--- src/rtl/strap_led_driver.sv ---
module strap_led_driver #(
  parameter int STRETCH = 4
) (
  input  logic       clk,
  input  logic       por_n,
  input  logic       hw_rst_n,
  input  logic       sw_rst,
  input  logic [4:0] pin_in,
  input  logic       st_act,
  input  logic       st_col,
  input  logic       st_link,
  input  logic       st_txd,
  input  logic       st_rxd,
  output logic [4:0] pin_out,
  output logic [4:0] pin_oe,
  output logic [4:0] phy_addr,
  output logic       mii_disable
);
  localparam int NPIN = 5;
  localparam int CW = $clog2(STRETCH + 1);
  localparam logic [NPIN-1:0] PULSE_MASK = 5'b11001;

  logic            rst_n;
  logic            oe_q;
  logic [NPIN-1:0] strap_q;
  logic [NPIN-1:0] status;
  logic [NPIN-1:0] ind;

  assign rst_n  = por_n & hw_rst_n;
  assign status = {st_rxd, st_txd, st_link, st_col, st_act};

  always_ff @(posedge clk) begin
    if (!rst_n) begin
      oe_q    <= 1'b0;
      strap_q <= '0;
    end else if (!oe_q) begin
      oe_q    <= 1'b1;
      strap_q <= pin_in;
    end
  end

  for (genvar i = 0; i < NPIN; i++) begin : g_ch
    if (PULSE_MASK[i]) begin : g_stretch
      logic [CW-1:0] cnt;
      always_ff @(posedge clk) begin
        if (!rst_n || sw_rst)
          cnt <= '0;
        else if (status[i])
          cnt <= CW'(STRETCH);
        else if (cnt != '0)
          cnt <= cnt - 1'b1;
      end
      assign ind[i] = |cnt;
    end else begin : g_level
      assign ind[i] = status[i];
    end
  end

  assign pin_oe      = {NPIN{oe_q}};
  assign pin_out     = oe_q ? (strap_q ^ ind) : '0;
  assign phy_addr    = strap_q;
  assign mii_disable = (strap_q == '0);
endmodule


--- config.mk ---
export PLATFORM = sky130hd
export DESIGN_NAME = strap_led_driver
export DESIGN_NICKNAME = d
export VERILOG_FILES = /design/src/rtl/strap_led_driver.sv
export SDC_FILE = /design/constraint.sdc
export NUM_CORES = 1
export LEC_CHECK = 0
export BUFFER_PORTS_ARGS = -buffer_cell sky130_fd_sc_hd__buf_4
export CAP_MARGIN = 40
export CORE_MARGIN = 10
export CORE_UTILIZATION = 50
export CTS_CLUSTER_SIZE = 16
export DETAILED_ROUTE_END_ITERATION = 10
export HOLD_SLACK_MARGIN = 0.15
export PLACE_DENSITY = 0.87
export SYNTH_ARGS = -nofsm -noshare
export SYNTH_HDL_FRONTEND = slang
export SYNTH_SLANG_ARGS = --single-unit
--- constraint.sdc ---
create_clock -name clk -period 2.5 [get_ports clk]
set_input_delay 0.5 -clock clk [delete_from_list [all_inputs] [get_ports clk]]
set_output_delay 0.5 -clock clk [all_outputs]
set_load 0.01 [all_outputs]
Word level (Yosys, flattened, before mapping). Cells that the tools add are included.

Register bits: 15. Bits of input ports: 14. Output and inout bits: 16. Logic and storage cells: 36.

Add/subtract/negate cells: 3. Multiplexer cells: 8. Bitwise logic cells: 2. Reductions and logical operators: 15.

Operators by type and width (count): 3-bit two-way mux (6); 3-bit nonzero test (3); 3-bit OR reduction (3); 3-bit by 1-bit subtractor with 3-bit output (second input constant) (3); 2-bit nonzero test (3); 2-bit OR reduction (3); 5-bit zero test (1); 5-bit two-way mux (1); 5-bit bitwise XOR (1); 1-bit AND (1); 1-bit zero test (1); 1-bit logical OR (1); 1-bit two-way mux (1).

Longest topological paths before layout. Gate-level depths: netlist of the first run.

Word-level depth: 4. Mapped depth: 6. Depth with buffers taken out: 6.

Worst setup path before layout of the first run. Ideal clock, no wire load.

Kind: register -> output. Start point: register g_ch[0].g_stretch.cnt[0]. End point: output pin_out[0]. Data arrival time: 1.135 ns. Required time: 2.000 ns. Slack: 0.865 ns. Stages on the path, launching flop included: 6. Buffers on the path: 0. Cells stage by stage: dfxtp_1 -> inv_1 -> ha_1 -> ha_1 -> xnor2_1 -> and2_1.

Longest elaborated chain between the ends: 3.

RTL lines: from (decl) (RTL line 44) `logic [CW-1:0] cnt;`; from (signal assigned) (RTL line 49) `cnt <= CW'(STRETCH);`; from (signal assigned) (RTL line 51) `cnt <= cnt - 1'b1;`; 3-bit OR reduction (RTL line 53) `assign ind[i] = |cnt;`; 5-bit bitwise XOR (RTL line 60) `assign pin_out = oe_q ? (strap_q ^ ind) : '0;`; 5-bit two-way mux (RTL line 60); to (decl) (RTL line 14) `output logic [4:0] pin_out,`.

Every way passes these cells.

Worst setup path in the final report of the first run.
Start point: register g_ch[4].g_stretch.cnt[1]. End point: output pin_out[4].

Longest elaborated chain between the ends: 3.

RTL lines (RTL line): from (decl) (44); from (signal assigned) (49); from (signal assigned) (51); 3-bit OR reduction (53); 5-bit bitwise XOR (60); 5-bit two-way mux (60).

Every way passes these cells.

==> results of run 1 <==
cell type report:
class | count | area share
timing repair buffer | 29 | 0.2042
tap | 16 | 0.01878
inverter | 16 | 0.05634
sequential | 15 | 0.2817
clock buffer | 4 | 0.02465
multi-input combinational | 51 | 0.4143
power groups by stage:
stage	clock, mW	sequential, mW	combinational [mW]
2_1_floorplan	0	0.257	0.0422
4_1_cts	0.142	0.254	0.0789
6_report	0.136	0.253	0.0774
3_5_place_dp	0	0.259	0.0787
3_3_place_gp	0	0.259	0.0766
5_1_grt	0.151	0.256	0.0856
critical path, stage by stage, from the launching register on:
cell and delay (ns):
dfxtp_1 0.35, inv_1 0.08, ha_1 0.20, ha_1 0.28, xnor2_1 0.15, and2_1 0.15
buf_4 0.14
path summary, 6_finish.rpt:
path / cells after the start / slack, ns / to
max: 6 / 0.37 / pin_out[4]
min: 2 / 0.40 / g_ch[3].g_stretch.cnt[0]
max reg2reg: 4 / 1.10 / g_ch[0].g_stretch.cnt[1]
min reg2reg: 2 / 0.49 / g_ch[3].g_stretch.cnt[1]
through the flow:
step                instances  power (mW)  hold WS [ns]  worst slack (ns)  cell area (µm²)
floorplan                  88      0.2993        0.4585            0.8646            844.6
global placement          127      0.3356        0.4734            0.7147             1040
detailed placement        127      0.3381        0.4800            0.6952             1040
CTS                       131      0.4752        0.3922            0.3600             1066
global route              131      0.4921        0.3916            0.2623             1066
finish                    131      0.4666        0.4013            0.3668             1066
state kept, by name, indices dropped and copies added, names as in the netlist:
name,cells
oe_q,1
g_ch.g_stretch.cnt,9
phy_addr,5
synthesized netlist by cell type (all sizes together):
cell | instances | area share
nand3b | 1 | 0.024
buf | 6 | 0.050
inv | 16 | 0.071
a2111oi | 3 | 0.053
nor2b | 3 | 0.022
nor2 | 6 | 0.027
or4 | 1 | 0.0089
xor2 | 5 | 0.052
nor3 | 3 | 0.018
nand2 | 1 | 0.0044
a21oi | 3 | 0.018
and2 | 5 | 0.037
xnor2 | 3 | 0.031
dfxtp | 15 | 0.36
ha | 9 | 0.13
mux2i | 8 | 0.095
logic make-up (layout without fill, tap and decap cells):
family,count (synthesis),after routing,share of synthesized area
buffers and inverters,22,49,0.1215
AND/OR/NAND/NOR,20,20,0.1407
flip-flops,15,15,0.3556
adder cells (fa/ha/maj),9,9,0.1333
XOR/XNOR,8,8,0.08297
multiplexers,8,8,0.09482
AO/OA/AOI/OAI,6,6,0.07110
layer usage:
metal | up-vias | global-route usage
li1 | 326 | -
met1 | 289 | 0.1058
met2 | 24 | 0.1701
met3 | 2 | 0.04733
met4 | 0 | 0.04235
met5 | - | 0
==> tab_implementation.tex, run 1 <==
\begin{tabular}{lr}
\hline
Metric & Value \\
\hline
\multicolumn{2}{l}{\textbf{Route}} \\
Topmost layer with routed signal wires & met4 \\
Met2 wire length & 805 µm \\
M1 wire length & 687 µm \\
Remaining routing DRC violations & 0 \\
Sum of routed wire length over all layers & 1.719 mm \\
Initial DRT Pass Iterations & 3 \\
Routed met3 length & 201 µm \\
Vias per cell & 4.893 \\
Antenna viol nets, final & 0 \\
Number of DRC markers after the initial detailed-route iteration & 10 \\
Average wire per cell in the routed design & 13.12 µm \\
Vias post-DR & 641 \\
\multicolumn{2}{l}{\textbf{GRT}} \\
Largest net degree at the start of global routing & 16 \\
Residual overflow from global routing & 0 \\
First-pass GRT wire length & 2.891 mm \\
Total global routing track utilization & 0.1008 \\
Via count of the first global-routing pass & 630 \\
Antenna violations before repair & 0 \\
\multicolumn{2}{l}{\textbf{Setup path}} \\
Signal arrival time at the worst endpoint & 1.63 ns \\
Largest fanout of any net on the critical path & 5 \\
Startpoint kind of the worst setup timing path & flop \\
Required time reported for the critical path endpoint & 2.00 ns \\
Critical path class & flop to output pin \\
Worst reg2reg startpoint & g\_ch[0].g\_stretch.cnt[0] \\
Critical path capture point type & output pin \\
Critical path launch point & g\_ch[4].g\_stretch.cnt[1] \\
\multicolumn{2}{l}{\textbf{Timing}} \\
Unrepaired setup endpoints after global routing & false \\
Worst Clk Skew & 0.002703 ns \\
Final setup violation count & 0 \\
Max Freq & 468.8 MHz \\
Final worst path period need & 2.133 ns \\
Endpoints failing hold & 0 \\
Total Negative Setup Slacks & 0 ns \\
Tightest Pin Transition & 0.5034 ns \\
Slew Viols, Final & 0 \\
Final Cycle Share & 0.8533 \\
Tightest slew margin relative to the limit & 0.6639 \\
\multicolumn{2}{l}{\textbf{CTS}} \\
Post-CTS Setup Bufs & 0 \\
Number of buffers added to fix hold violations after cts & 0 \\
Sink count of the clock tree & 15 \\
Post-CTS resize count & 0 \\
Reg clk slew, reported paths & 0.09 ns \\
Max Buffers Root-to-Sink & 2 \\
Later-pin clock latency in the skew report & 0.28 ns \\
TritonCTS buffer count & 3 \\
Root Buffer Master & clkbuf\_4 \\
TritonCTS clock tree & built \\
Maximum level of the CTS H-tree & 1 \\
\multicolumn{2}{l}{\textbf{Floorplanning}} \\
Total core area & 0.001559 mm² \\
Row count & 14 \\
Floorplan die area & 0.003733 mm² \\
Overall die width & 61.10 µm \\
Top-level I/O count & 30 \\
Die height & 61.10 µm \\
Starting density of the core & 0.5417 \\
\multicolumn{2}{l}{\textbf{Outcome}} \\
Status & complete, no violations \\
\multicolumn{2}{l}{\textbf{Job}} \\
Max-cap check violation count & 0 \\
\multicolumn{2}{l}{\textbf{Placement}} \\
GPL Wtd Cong & 0.6774 \\
Count of buffers inserted at the top-level ports & 29 \\
DP Wirelength & 1.437 mm \\
\multicolumn{2}{l}{\textbf{Power and ir drop}} \\
Combinational group share of total power & 0.166 \\
Worst vdd rail ir drop & 344.4 µV \\
Share of power burned in registers & 0.543 \\
Clock group share of total power & 0.291 \\
Pint & 351.2 µW \\
Net load switching power & 115.5 µW \\
Power density normalized to cell area & 437.7 mW/mm² \\
Static leakage & 0.5443 nW \\
Net Sw Frac & 0.2474 \\
\multicolumn{2}{l}{\textbf{Cells and area}} \\
Post-layout net count & 139 \\
Highest-count cells in the layout ignoring fill and taps & buf\_4 (29), inv\_1 (16), dfxtp\_1 (15) \\
Fill cell total of the finished layout & 123 \\
Count of antenna diodes in the layout & 0 \\
Synth-to-Final Area Change & 26.22\% \\
Multi-input gate area & 441.7 µm² \\
Leading cell type in the layout, fill and taps excluded & buf\_4 \\
Seq. cell area & 300.3 µm² \\
Final Util & 0.6838 \\
Share of cells above drive strength 1 & 0.3130 \\
\multicolumn{2}{l}{\textbf{Logic synthesis}} \\
Part of the Yosys area used for sequential elements & 0.3556 \\
Synthesized netlist net count & 111 \\
Post-synthesis area per instance & 9.597 µm² \\
Distinct cells, synth & 17 \\
Instance count of the mapped netlist & 88 \\
Synth Cell Area & 844.6 µm² \\
Number of register bits inferred by synthesis & 15 \\
Synthesis Warnings & 0 \\
\multicolumn{2}{l}{\textbf{Min path}} \\
Start point of the worst hold path & st\_txd \\
Path class of the lowest-slack min-delay path & primary input to flop \\
\hline
\end{tabular}
(Power assumes the default switching activity.)
==> run 2, diff against run 1 <==
- GPL_ROUTABILITY_DRIVEN: default -> 0
- PLACE_DENSITY: 0.87 -> 0.8
==> tab_implementation.tex, run 2 (synthesis results as in run 1) <==
\begin{tabular}{lr}
\hline
Metric & Value \\
\hline
\multicolumn{2}{l}{\textbf{CTS}} \\
Maximum level of the CTS H-tree & 1 (unchanged) \\
Sink count of the clock tree & 15 (unchanged) \\
Later-pin clock latency in the skew report & 0.28 ns (about the same) \\
Number of buffers added to fix hold violations after cts & 0 (unchanged) \\
TritonCTS clock tree & built \\
TritonCTS buffer count & 3 (unchanged) \\
Max Buffers Root-to-Sink & 2 (unchanged) \\
Post-CTS resize count & 0 (unchanged) \\
Root Buffer Master & clkbuf\_4 \\
Post-CTS Setup Bufs & 0 (unchanged) \\
Reg clk slew, reported paths & 0.10 ns (about the same) \\
\multicolumn{2}{l}{\textbf{Job}} \\
Max-cap check violation count & 0 (unchanged) \\
\multicolumn{2}{l}{\textbf{Cells and area}} \\
Seq. cell area & 300.3 µm² (unchanged) \\
Highest-count cells in the layout ignoring fill and taps & buf\_4 (29), inv\_1 (16), dfxtp\_1 (15) \\
Share of cells above drive strength 1 & 0.3217 (+0.008696) \\
Fill cell total of the finished layout & 133 (+8.1\%) \\
Count of antenna diodes in the layout & 0 (unchanged) \\
Post-layout net count & 139 (unchanged) \\
Leading cell type in the layout, fill and taps excluded & buf\_4 \\
Final Util & 0.6846 (+0.0008030) \\
Multi-input gate area & 441.7 µm² (unchanged) \\
Largest register FFs & 9 (unchanged) \\
Synth-to-Final Area Change & 26.37\% \\
Register with the highest flop count & g\_ch.g\_stretch.cnt \\
\multicolumn{2}{l}{\textbf{Floorplanning}} \\
Top-level I/O count & 30 (unchanged) \\
Row count & 14 (unchanged) \\
Die height & 61.10 µm (unchanged) \\
Floorplan die area & 0.003733 mm² (unchanged) \\
Starting density of the core & 0.5417 (unchanged) \\
Overall die width & 61.10 µm (unchanged) \\
Total core area & 0.001559 mm² (unchanged) \\
\multicolumn{2}{l}{\textbf{GRT}} \\
Via count of the first global-routing pass & 647 (+2.7\%) \\
Largest net degree at the start of global routing & 16 (unchanged) \\
Antenna violations before repair & 0 (unchanged) \\
Total global routing track utilization & 0.09920 (-0.001632) \\
First-pass GRT wire length & 2.822 mm (-2.4\%) \\
Residual overflow from global routing & 0 (unchanged) \\
\multicolumn{2}{l}{\textbf{Route}} \\
Antenna viol nets, final & 0 (unchanged) \\
Number of DRC markers after the initial detailed-route iteration & 7 (-3) \\
Vias per cell & 4.763 (-2.7\%) \\
Sum of routed wire length over all layers & 1.717 mm (-0.12\%) \\
Initial DRT Pass Iterations & 4 (+1) \\
Remaining routing DRC violations & 0 (unchanged) \\
Vias post-DR & 624 (-2.7\%) \\
Average wire per cell in the routed design & 13.11 µm (-0.12\%) \\
\multicolumn{2}{l}{\textbf{Timing}} \\
Final worst path period need & 2.139 ns (+0.006001 ns) \\
Tightest slew margin relative to the limit & 0.6374 (-0.02647) \\
Worst Clk Skew & 0.005271 ns (+0.002568 ns) \\
Max Freq & 467.5 MHz (-0.28\%) \\
Crit path setup slack, layout & 0.3608 ns (-0.006001 ns) \\
Slew Viols, Final & 0 (unchanged) \\
Tightest Pin Transition & 0.5431 ns (+0.03965 ns) \\
Unrepaired setup endpoints after global routing & false \\
Final Cycle Share & 0.8557 (+0.002400) \\
Endpoints failing hold & 0 (unchanged) \\
Hold Slack & 0.3965 ns (-0.004735 ns) \\
Final setup violation count & 0 (unchanged) \\
Total Negative Setup Slacks & 0 ns (unchanged) \\
\multicolumn{2}{l}{\textbf{Setup path}} \\
Critical path class & flop to output pin \\
Largest fanout of any net on the critical path & 5 (unchanged) \\
Required time reported for the critical path endpoint & 2.00 ns (about the same) \\
Startpoint kind of the worst setup timing path & flop \\
Critical path capture point type & output pin \\
Signal arrival time at the worst endpoint & 1.64 ns (about the same) \\
\multicolumn{2}{l}{\textbf{Power and ir drop}} \\
Worst vdd rail ir drop & 373.4 µV (+8.4\%) \\
Combinational group share of total power & 0.165 (about the same) \\
Clock group share of total power & 0.296 (+0.005) \\
Net Sw Frac & 0.2591 (+0.01167) \\
Total design power & 470.6 µW (+0.86\%) \\
Net load switching power & 121.9 µW (+5.6\%) \\
Power density normalized to cell area & 441.0 mW/mm² (+0.74\%) \\
Pint & 348.7 µW (-0.71\%) \\
Share of power burned in registers & 0.539 (-0.004) \\
Static leakage & 0.5470 nW (+0.50\%) \\
\multicolumn{2}{l}{\textbf{Min path}} \\
Path class of the lowest-slack min-delay path & primary input to flop \\
\multicolumn{2}{l}{\textbf{Placement}} \\
Count of buffers inserted at the top-level ports & 29 (unchanged) \\
Pre-CTS worst setup slack & 0.6594 ns (-0.03586 ns) \\
DP Wirelength & 1.440 mm (+0.22\%) \\
\multicolumn{2}{l}{\textbf{Outcome}} \\
Status & complete, no violations \\
\hline
\end{tabular}
run 2: cell types whose count changed in the layout (fill, tap and decap cells not counted):
| cell | before | now |
|---|---|---|
| clkinv_2 | 0 | 1 |
| clkbuf_1 | 1 | 0 |
run 2: per-stage QoR:
step           instances  instance area [µm²]
2_1_floorplan         88                844.6
3_3_place_gp         127                 1040
5_1_grt              131                 1067
3_5_place_dp         127                 1040
4_1_cts              131                 1067
6_report             131                 1067
run 2: layout make-up:
class | count | share of cell area
clock buffer | 3 | 0.02110
tap | 16 | 0.01876
clock inverter | 1 | 0.004689
multi-input combinational | 51 | 0.4138
sequential | 15 | 0.2814
timing repair buffer | 29 | 0.2040
inverter | 16 | 0.05627
run 2: power groups by stage:
stage	registers, mW	clock network, mW	logic (mW)
after floorplan	0.257	0	0.0422
after global placement	0.259	0	0.0767
after detailed placement	0.260	0	0.0786
after CTS	0.254	0.140	0.0789
after global routing	0.255	0.152	0.0861
final	0.254	0.139	0.0776
run 2: final timing paths:
path / from / end / slack (ns) / cells after the start
worst max-delay path: g_ch[0].g_stretch.cnt[0] / pin_out[0] / 0.36 / 6
worst min-delay path: st_act / g_ch[0].g_stretch.cnt[0] / 0.40 / 2
worst max register to register: g_ch[0].g_stretch.cnt[0] / g_ch[0].g_stretch.cnt[1] / 1.11 / 4
worst min register to register: g_ch[3].g_stretch.cnt[1] / g_ch[3].g_stretch.cnt[1] / 0.48 / 2
run 2: critical path, cell delays in order (launching register included):
cell and delay (ns):
dfxtp_1 0.36, inv_1 0.05, ha_1 0.21, ha_1 0.28
xnor2_1 0.15, and2_1 0.15, buf_4 0.14
run 2: per-layer routing:
metal	GRT usage	vias to the layer above	wire length, µm
li1	-	331	-
met1	0.09882	268	706
met2	0.1716	23	819
met3	0.05144	2	179
met4	0.03909	0	12
met5	0	-	0
==> run 3, diff against run 2 <==
- CORE_UTILIZATION: 50 -> 43
- PLACE_DENSITY: 0.8 -> 0.73
- clock period: 2.5 -> 1.95 ns (I/O delays scaled with it)
==> tab_implementation.tex, run 3 (synthesis results as in run 1) <==
\begin{tabular}{lr}
\hline
Metric & Value \\
\hline
\multicolumn{2}{l}{\textbf{Outcome}} \\
Status & complete, no violations \\
\multicolumn{2}{l}{\textbf{Setup path}} \\
Required time reported for the critical path endpoint & 1.56 ns (-0.44 ns) \\
Capture point of the worst reg-to-reg path & g\_ch[0].g\_stretch.cnt[1] \\
Largest fanout of any net on the critical path & 5 (unchanged) \\
Worst reg2reg startpoint & g\_ch[0].g\_stretch.cnt[0] \\
Crit path buf inv count & 2 (unchanged) \\
R2r worst-path depth & 4 (unchanged) \\
Critical path class & flop to output pin \\
Critical path capture point type & output pin \\
CP delay by family, top & adder cells \\
Critical path launch point & g\_ch[4].g\_stretch.cnt[0] \\
Startpoint kind of the worst setup timing path & flop \\
Standard cell with the maximum stage delay on the critical path & dfxtp\_2 \\
Signal arrival time at the worst endpoint & 1.47 ns (-0.17 ns) \\
CP cell instances & inv\_1 -> ha\_2 -> ha\_4 -> xnor2\_1 -> and2\_1 -> buf\_4 \\
Crit path largest cell delay & 0.35 ns (about the same) \\
Reg2Reg Setup Slack & 0.74 ns (-0.37 ns) \\
\multicolumn{2}{l}{\textbf{Floorplanning}} \\
Total core area & 0.001802 mm² (+16\%) \\
Overall die width & 64.32 µm (+5.3\%) \\
Floorplan die area & 0.004137 mm² (+11\%) \\
Starting density of the core & 0.4687 (-0.07298) \\
Die height & 64.32 µm (+5.3\%) \\
Row count & 15 (+1) \\
Top-level I/O count & 30 (unchanged) \\
\multicolumn{2}{l}{\textbf{Route}} \\
Vias post-DR & 632 (+1.3\%) \\
Average wire per cell in the routed design & 12.46 µm (-4.9\%) \\
Vias per cell & 4.514 (-5.2\%) \\
Initial DRT Pass Iterations & 2 (-2) \\
Sum of routed wire length over all layers & 1.745 mm (+1.6\%) \\
Antenna viol nets, final & 0 (unchanged) \\
Number of DRC markers after the initial detailed-route iteration & 20 (+13) \\
Remaining routing DRC violations & 0 (unchanged) \\
\multicolumn{2}{l}{\textbf{Cells and area}} \\
Share of cells above drive strength 1 & 0.4000 (+0.07826) \\
Highest-count cells in the layout ignoring fill and taps & buf\_4 (29), inv\_1 (16), dfxtp\_1 (12) \\
Leading cell type in the layout, fill and taps excluded & buf\_4 \\
Post-layout net count & 139 (unchanged) \\
Synth-to-Final Area Change & 33.48\% \\
Count of antenna diodes in the layout & 0 (unchanged) \\
Largest register FFs & 9 (unchanged) \\
Register with the highest flop count & g\_ch.g\_stretch.cnt \\
Final Util & 0.6257 (-0.05890) \\
\multicolumn{2}{l}{\textbf{CTS}} \\
Sink count of the clock tree & 15 (unchanged) \\
Maximum level of the CTS H-tree & 1 (unchanged) \\
TritonCTS buffer count & 3 (unchanged) \\
Post-CTS resize count & 4 (+4) \\
Post-CTS Setup Bufs & 0 (unchanged) \\
Later-pin clock latency in the skew report & 0.28 ns (about the same) \\
Root Buffer Master & clkbuf\_4 \\
Reg clk slew, reported paths & 0.09 ns (about the same) \\
Number of buffers added to fix hold violations after cts & 0 (unchanged) \\
Max Buffers Root-to-Sink & 2 (unchanged) \\
TritonCTS clock tree & built \\
\multicolumn{2}{l}{\textbf{GRT}} \\
Met1 Usage GRT & 0.08751 (-0.01131) \\
Most congested layer reported by global routing & met2 \\
First-pass GRT wire length & 2.856 mm (+1.2\%) \\
Residual overflow from global routing & 0 (unchanged) \\
Antenna violations before repair & 0 (unchanged) \\
Total global routing track utilization & 0.08435 (-0.01485) \\
Largest net degree at the start of global routing & 16 (unchanged) \\
Met2 capacity usage during global routing & 0.1453 (-0.02628) \\
Global Route met3 Usage & 0.03310 (-0.01834) \\
Via count of the first global-routing pass & 658 (+1.7\%) \\
\multicolumn{2}{l}{\textbf{Min path}} \\
Min-Delay Path Depth & 2 (unchanged) \\
Path class of the lowest-slack min-delay path & primary input to flop \\
Endpoint, Worst Hold & g\_ch[4].g\_stretch.cnt[0] \\
Start point of the worst hold path & st\_rxd \\
\multicolumn{2}{l}{\textbf{Timing}} \\
Endpoints failing hold & 0 (unchanged) \\
Tightest slew margin relative to the limit & 0.6360 (-0.001445) \\
Final setup violation count & 0 (unchanged) \\
Final Cycle Share & 0.9536 \\
Unrepaired setup endpoints after global routing & false \\
Final worst path period need & 1.859 ns \\
Total Negative Setup Slacks & 0 ns (unchanged) \\
Tightest Pin Transition & 0.5453 ns (+0.002165 ns) \\
Max Freq & 537.8 MHz \\
Worst Clk Skew & 0.008257 ns (+0.002987 ns) \\
Slew Viols, Final & 0 (unchanged) \\
\multicolumn{2}{l}{\textbf{Placement}} \\
Count of buffers inserted at the top-level ports & 29 (unchanged) \\
DP Wirelength & 1.402 mm (-2.6\%) \\
\multicolumn{2}{l}{\textbf{Power and ir drop}} \\
Net Sw Frac & 0.2551 (-0.004007) \\
Worst vdd rail ir drop & 245.9 µV (-34\%) \\
Clock group share of total power & 0.291 (-0.005) \\
Power density normalized to cell area & 535.9 mW/mm² (+22\%) \\
Pint & 450.0 µW (+29\%) \\
Static leakage & 0.5496 nW (+0.46\%) \\
Share of power burned in registers & 0.538 (about the same) \\
Net load switching power & 154.1 µW (+26\%) \\
Combinational group share of total power & 0.171 (+0.006) \\
\multicolumn{2}{l}{\textbf{Job}} \\
Max-cap check violation count & 0 (unchanged) \\
\hline
\end{tabular}
-- run 3: cell types whose count changed in the layout (fill, tap and decap cells not counted) --
cell	delta
ha_2	+3
ha_4	+3
ha_1	-6
dfxtp_2	+3
dfxtp_1	-3
-- run 3: worst register-to-register path, delay by kind of cell (launching register included) --
kind,cells,cell delay [ns]
buffers and inverters,1,0.05
adder cells (fa/ha/maj),2,0.37
AO/OA/AOI/OAI,1,0.34
flip-flops,1,0.34
-- run 3: power by group through the flow --
stage / combinational [mW] / clock, mW / sequential [mW]
finish: 0.103 / 0.176 / 0.325
global route: 0.113 / 0.198 / 0.327
CTS: 0.102 / 0.181 / 0.326
detailed placement: 0.100 / 0 / 0.333
global placement: 0.0986 / 0 / 0.332
floorplan: 0.0541 / 0 / 0.330
-- run 3: how the worst max path moves through the flow --
stage,to,depth (start not counted)
floorplan,pin_out[0],5
detailed placement,pin_out[4],6
finish,pin_out[4],6
CTS,pin_out[0],6
global route,pin_out[4],6
global placement,pin_out[3],6
-- run 3: routing by layer --
metal | routed length [µm] | part of all wire
met5 | 0 | 0
met4 | 18 | 0.010
met3 | 132 | 0.076
met2 | 859 | 0.49
met1 | 734 | 0.42
-- run 3: stage by stage --
stage	setup slack (ns)	hold slack, ns	std cells	power [mW]	area, µm²
final	0.09055	0.2850	140	0.6041	1127
after global routing	0.001064	0.2726	140	0.6381	1127
after CTS	0.01459	0.2759	140	0.6083	1087
after detailed placement	0.2376	0.4747	136	0.4332	1051
after global placement	0.2731	0.4674	136	0.4309	1051
after floorplan	0.4246	0.4585	88	0.3837	844.6
-- run 3: final cells by class --
| type | instances | area (µm²) |
|---|---|---|
| sequential | 15 | 304.0 |
| fill | 167 | 674.4 |
| timing repair buffer | 29 | 217.7 |
| inverter | 16 | 60.06 |
| clock inverter | 1 | 5.005 |
| tap | 25 | 31.28 |
| multi-input combinational | 51 | 486.7 |
| clock buffer | 3 | 22.52 |
